[config.mk]
export PLATFORM = sky130hd
export DESIGN_NAME = gpio_port_sfr
export DESIGN_NICKNAME = d
export VERILOG_FILES = /design/src/rtl/gpio_port_pkg.sv /design/src/rtl/gpio_port_decode.sv /design/src/rtl/gpio_port_sync.sv /design/src/rtl/gpio_port_latch.sv /design/src/rtl/gpio_port_sfr.sv
export SDC_FILE = /design/constraint.sdc
export NUM_CORES = 1
export LEC_CHECK = 0
export BUFFER_PORTS_ARGS = -buffer_cell sky130_fd_sc_hd__clkbuf_2
export CAP_MARGIN = 10
export CELL_PAD_IN_SITES_DETAIL_PLACEMENT = 0
export CELL_PAD_IN_SITES_GLOBAL_PLACEMENT = 1
export CORE_AREA = 8 8 66 68
export CTS_CLUSTER_SIZE = 24
export DETAILED_ROUTE_END_ITERATION = 6
export DIE_AREA = 0 0 74 76
export HOLD_SLACK_MARGIN = 0.1
export PLACE_DENSITY = 0.78
export REMOVE_ABC_BUFFERS = 1
export SLEW_MARGIN = 20
export SYNTH_ARGS = -nofsm -noshare
export SYNTH_HDL_FRONTEND = slang
export SYNTH_HIERARCHICAL = 1
export SYNTH_SLANG_ARGS = --single-unit
[constraint.sdc]
create_clock -name clk -period 2.9 [get_ports clk]
set_input_delay 0.29 -clock clk [delete_from_list [all_inputs] [get_ports clk]]
set_output_delay 0.29 -clock clk [all_outputs]
set_load 0.01 [all_outputs]
[src/rtl/gpio_port_pkg.sv]
package gpio_port_pkg;

   // which value drives the read data bus
   typedef enum logic [1:0] {
      SRC_NONE  = 2'd0,
      SRC_PIN   = 2'd1,
      SRC_LATCH = 2'd2
   } rd_src_e;

   typedef struct packed {
      logic pin_view;
      logic latch_view;
   } addr_hit_t;

endpackage

[src/rtl/gpio_port_decode.sv]
module gpio_port_decode
   import gpio_port_pkg::*;
#(
   parameter int ADDR_W              = 8,
   parameter logic [ADDR_W-1:0] PIN_ADDR   = 8'h80,
   parameter logic [ADDR_W-1:0] LATCH_ADDR = 8'hC0,
   parameter bit RMW_READS_LATCH     = 1'b1
) (
   input  logic [ADDR_W-1:0] addr,
   input  logic              rd,
   input  logic              rmw,
   output addr_hit_t         hit,
   output rd_src_e           rd_src
);

   logic rmw_to_latch;

   assign hit.pin_view   = (addr == PIN_ADDR);
   assign hit.latch_view = (addr == LATCH_ADDR);

   generate
      if (RMW_READS_LATCH) begin : g_rmw_latch
         assign rmw_to_latch = rmw;
      end else begin : g_rmw_pin
         assign rmw_to_latch = 1'b0;
      end
   endgenerate

   always_comb begin
      rd_src = SRC_NONE;
      if (rd) begin
         if (hit.latch_view) begin
            rd_src = SRC_LATCH;
         end else if (hit.pin_view) begin
            rd_src = rmw_to_latch ? SRC_LATCH : SRC_PIN;
         end
      end
   end

endmodule

[src/rtl/gpio_port_sync.sv]
module gpio_port_sync #(
   parameter int WIDTH                 = 8,
   parameter int STAGES                = 2,
   parameter logic [WIDTH-1:0] RST_VAL = '1
) (
   input  logic             clk,
   input  logic             rst_n,
   input  logic [WIDTH-1:0] d,
   output logic [WIDTH-1:0] q
);

   logic [WIDTH-1:0] stage_q [STAGES];

   generate
      for (genvar s = 0; s < STAGES; s++) begin : g_stage
         if (s == 0) begin : g_first
            always_ff @(posedge clk or negedge rst_n) begin
               if (!rst_n) stage_q[s] <= RST_VAL;
               else        stage_q[s] <= d;
            end
         end else begin : g_next
            always_ff @(posedge clk or negedge rst_n) begin
               if (!rst_n) stage_q[s] <= RST_VAL;
               else        stage_q[s] <= stage_q[s-1];
            end
         end
      end
   endgenerate

   assign q = stage_q[STAGES-1];

endmodule

[src/rtl/gpio_port_latch.sv]
module gpio_port_latch #(
   parameter int WIDTH                 = 8,
   parameter logic [WIDTH-1:0] RST_VAL = '1,
   localparam int IDX_W                = $clog2(WIDTH)
) (
   input  logic             clk,
   input  logic             rst_n,
   input  logic             wr_en,
   input  logic [WIDTH-1:0] wdata,
   input  logic             bit_en,
   input  logic [IDX_W-1:0] bit_idx,
   input  logic             bit_val,
   output logic [WIDTH-1:0] q
);

   logic [WIDTH-1:0] q_next;

   // bit update reads the latch itself, never the pads
   always_comb begin
      q_next = q;
      if (wr_en) begin
         q_next = wdata;
      end else if (bit_en) begin
         q_next[bit_idx] = bit_val;
      end
   end

   always_ff @(posedge clk or negedge rst_n) begin
      if (!rst_n) q <= RST_VAL;
      else        q <= q_next;
   end

endmodule

[src/rtl/gpio_port_sfr.sv]
module gpio_port_sfr
   import gpio_port_pkg::*;
#(
   parameter int WIDTH                 = 8,
   parameter int ADDR_W                = 8,
   parameter logic [ADDR_W-1:0] PIN_ADDR   = 8'h80,
   parameter logic [ADDR_W-1:0] LATCH_ADDR = 8'hC0,
   parameter int SYNC_STAGES           = 2,
   parameter bit RMW_READS_LATCH       = 1'b1,
   localparam int IDX_W                = $clog2(WIDTH),
   localparam logic [WIDTH-1:0] RELEASED = '1
) (
   input  logic              clk,
   input  logic              rst_n,
   input  logic [ADDR_W-1:0] bus_addr,
   input  logic              bus_wr,
   input  logic [WIDTH-1:0]  bus_wdata,
   input  logic              bus_bit_op,
   input  logic [IDX_W-1:0]  bus_bit_idx,
   input  logic              bus_bit_val,
   input  logic              bus_rd,
   input  logic              bus_rmw,
   output logic [WIDTH-1:0]  bus_rdata,
   input  logic [WIDTH-1:0]  pad_in,
   output logic [WIDTH-1:0]  pad_oe
);

   generate
      if (WIDTH < 2 || (1 << IDX_W) != WIDTH) begin : g_bad_width
         $error("gpio_port_sfr: WIDTH must be a power of two, at least 2");
      end
      if (PIN_ADDR == LATCH_ADDR) begin : g_bad_addr
         $error("gpio_port_sfr: pin and latch addresses must differ");
      end
      if (SYNC_STAGES < 1) begin : g_bad_sync
         $error("gpio_port_sfr: SYNC_STAGES must be at least 1");
      end
   endgenerate

   addr_hit_t        hit;
   rd_src_e          rd_src;
   logic             port_hit;
   logic [WIDTH-1:0] latch_q;
   logic [WIDTH-1:0] pin_q;

   gpio_port_decode #(
      .ADDR_W          (ADDR_W),
      .PIN_ADDR        (PIN_ADDR),
      .LATCH_ADDR      (LATCH_ADDR),
      .RMW_READS_LATCH (RMW_READS_LATCH)
   ) u_decode (
      .addr   (bus_addr),
      .rd     (bus_rd),
      .rmw    (bus_rmw),
      .hit    (hit),
      .rd_src (rd_src)
   );

   assign port_hit = hit.pin_view | hit.latch_view;

   gpio_port_latch #(
      .WIDTH   (WIDTH),
      .RST_VAL (RELEASED)
   ) u_latch (
      .clk     (clk),
      .rst_n   (rst_n),
      .wr_en   (bus_wr & port_hit),
      .wdata   (bus_wdata),
      .bit_en  (bus_bit_op & port_hit),
      .bit_idx (bus_bit_idx),
      .bit_val (bus_bit_val),
      .q       (latch_q)
   );

   gpio_port_sync #(
      .WIDTH   (WIDTH),
      .STAGES  (SYNC_STAGES),
      .RST_VAL (RELEASED)
   ) u_sync (
      .clk   (clk),
      .rst_n (rst_n),
      .d     (pad_in),
      .q     (pin_q)
   );

   always_comb begin
      unique case (rd_src)
         SRC_PIN:   bus_rdata = pin_q;
         SRC_LATCH: bus_rdata = latch_q;
         default:   bus_rdata = '0;
      endcase
   end

   // open drain: a 0 in the latch pulls the pad low
   assign pad_oe = ~latch_q;

endmodule

==> summary.txt <==
pin count of the biggest net entering global routing -> 25
post-synthesis mux area share -> 6.52%
mapped cell area -> 0.00123 mm2
Yosys top cell area share -> 51.3%
# DRC -> 0
maxcap violations -> 0
RSZ-0062 raised after global routing -> no
Area Overhead vs Synth -> 27.9%
synth cell count leaders -> dfstp_2 (24), inv_1 (11)
hold buffers post-CTS -> 8
M1 GR Usage -> 9.91%
adder-cell share of the synthesized area -> 2.04%
post-DP HPWL -> 2150 um
layout cells sized above 1 -> 57.7%
synthesis-stage register bit count -> 24
Worst Max-Slew Pin Slew -> 0.564 ns
status -> finished, final reports clean
max-slew violations -> 0
fill cell count -> 342
largest family of logic cells by synthesized area -> simple AND/OR/NAND/NOR gates
Routed WL -> 2710 um
Final period util -> 81.3%
Root Buffer -> clkbuf_4
count leader, synth -> dfstp_2
async set-reset flop share out of synthesis -> 100%
Cell variety after synth -> 24
RePlAce Congestion -> 0.765
Pwr Density -> 454 mW/mm2
Most Crowded Layer GR -> met2
first-pass iteration count of the detailed router -> 4
clock latency on the worst-skew pair -> 0.31 ns
initial DRC count -> 31
final net count -> 193
placed cells -> 192
core footprint -> 0.00344 mm2
Tot Pwr -> 713 uW
Final Skew -> 0.000723 ns
Crit. End Element -> output pin
Critical Path RT -> 2.61 ns
Post-synth EDFFs -> 0
Fmax -> 0.424 GHz
total global routing overflow -> 0
vias in the first global route -> 1035
Hold Path Class -> primary input to flop
initial antenna violation count -> 0
post-CTS resize count -> 0
die outline height -> 76 um
fraction of synthesized cell area in xor and xnor cells -> 0%
Synth Area in Simple Gates -> 16.0%
DR vias -> 942
# IOs -> 50
Ant. Diodes -> 0
CTS sink count -> 24
CTS tree -> built
slew margin rel. -> 62.4%
postcts setup bufs -> 0
Die Width -> 74 um
Main synth FF type -> dfstp_2
Tmin final -> 2.36 ns
Synth Area in Compound Gates -> 13.0%
H-tree depth -> 1
critical-path maximum fanout -> 8
internal reg-to-reg setup slack -> 2.01 ns
GR Layer Usage met2 -> 16.6%
Worst Path Arrival -> 2.07 ns
number of I/O port buffers -> 49
total CTS buffers -> 3
initial core utilization -> 35.7%
Leak -> 0.648 nW
register area share after synthesis -> 51.3%
Setup Crit Path Kind -> primary input to output pin
Row Count -> 22
Post-Layout Cell Count -> 204
antenna viol nets, final -> 0
Ys Warns -> 6
drt wl/cell -> 13.3 um
Synth area leader -> dfstp_2
Hold Vio Cnt, Final -> 0
Setup crit start kind -> primary input
vias per std cell -> 4.62
worst hold slack -> 0.158 ns
Final setup violation count -> 0
met3 usage -> 3.82%
Cells after Synth -> 108
Total Routing Usage GR -> 9.83%
die area -> 0.00562 mm2
Total Neg Setup Slack -> 0 ns
Synth Area per Inst -> 11.4 um2
first-pass GRT wire length -> 4430 um
peak supply drop -> 0.227 mV
Clock Pin Slew Worst Setup and Hold Paths -> 0.12 ns
largest cells by area after synthesis -> dfstp_2 (51%), a22oi_2 (8.1%), mux2i_1 (6.5%)
clock tree buffer depth -> 2
==> critical path: stages <==
cell and delay, ns:
clkbuf_2 0.08, or4b_4 0.55, nor3_1 0.28, ha_1 0.47, a22oi_2 0.14, nor2_1 0.12
clkbuf_2 0.14
==> metrics by stage <==
| step | util (%) | instance area [um2] | setup slack [ns] |
|---|---|---|---|
| 2_1_floorplan | - | 1130 | 0.835 |
| 3_3_place_gp | 41.8 | 1440 | 0.561 |
| 3_5_place_dp | 41.8 | 1440 | 0.512 |
| 4_1_cts | 45.7 | 1570 | 0.515 |
| 5_1_grt | 45.7 | 1570 | 0.403 |
| 6_report | 45.7 | 1570 | 0.543 |
==> worst paths after layout <==
kind,startpoint,to,cells past startpoint
worst min register to register,u_sync/stage_q[11],u_sync/q[3],0
worst min-delay path,bus_wdata[4],u_latch/q[4],3
max in group asynchronous,rst_n,u_sync/q[4],1
worst max-delay path,bus_addr[4],bus_rdata[5],7
min in group asynchronous,rst_n,u_latch/q[7],1
worst max register to register,u_latch/q[3],u_latch/q[3],2
==> area by class of cell <==
class | instances | area (um2) | share of cell area (%)
clock buffer | 3 | 22.5 | 1.43
clock inverter | 1 | 30.0 | 1.91
inverter | 11 | 41.3 | 2.63
multi-input combinational | 60 | 462 | 29.4
sequential | 24 | 631 | 40.1
tap | 48 | 60.1 | 3.82
timing repair buffer | 57 | 325 | 20.7
==> state kept, by name, summed over array words and instances (netlist names) <==
register        cells
u_latch/q           8
u_sync/q            8
u_sync/stage_q      8
==> per-layer routing <==
layer | vias up | share of wire [%]
li1 | 457 | -
met1 | 446 | 39
met2 | 34 | 50
met3 | 5 | 9.2
met4 | 0 | 1.1
met5 | - | 0
==> kinds of logic after synthesis <==
logic type	after synthesis
adder cells (fa/ha/maj)	2
AND/OR/NAND/NOR	31
buffers and inverters	24
multiplexers	8
flip-flops	24
AO/OA/AOI/OAI	19
==> power breakdown <==
part	internal (mW)	leakage [nW]	switching (mW)
Sequential	0.376	0.251	0.0156
Combinational	0.0425	0.369	0.0410
Clock	0.140	0.0279	0.0987
Total	0.558	0.648	0.155
==> layout by cell type, fill, tap and decap left out, types with 2 or more instances in the layout <==
cell / Yosys / layout
dfstp_2: 24 / 24
mux2i_1: 8 / 8
inv_1: 11 / 11
nand4b_1: 3 / 3
a22oi_2: 8 / 8
clkbuf_2: 1 / 49
o21a_1: 2 / 2
clkbuf_4: 0 / 3
and4bb_1: 2 / 2
o21ai_1: 4 / 4
nand2_1: 8 / 8
nor2_1: 7 / 7
ha_1: 2 / 2
nor3_1: 4 / 4
dlygate4sd3_1: 0 / 8
o21ai_0: 5 / 5
No activity file was read; power rests on OpenSTA's default activity.
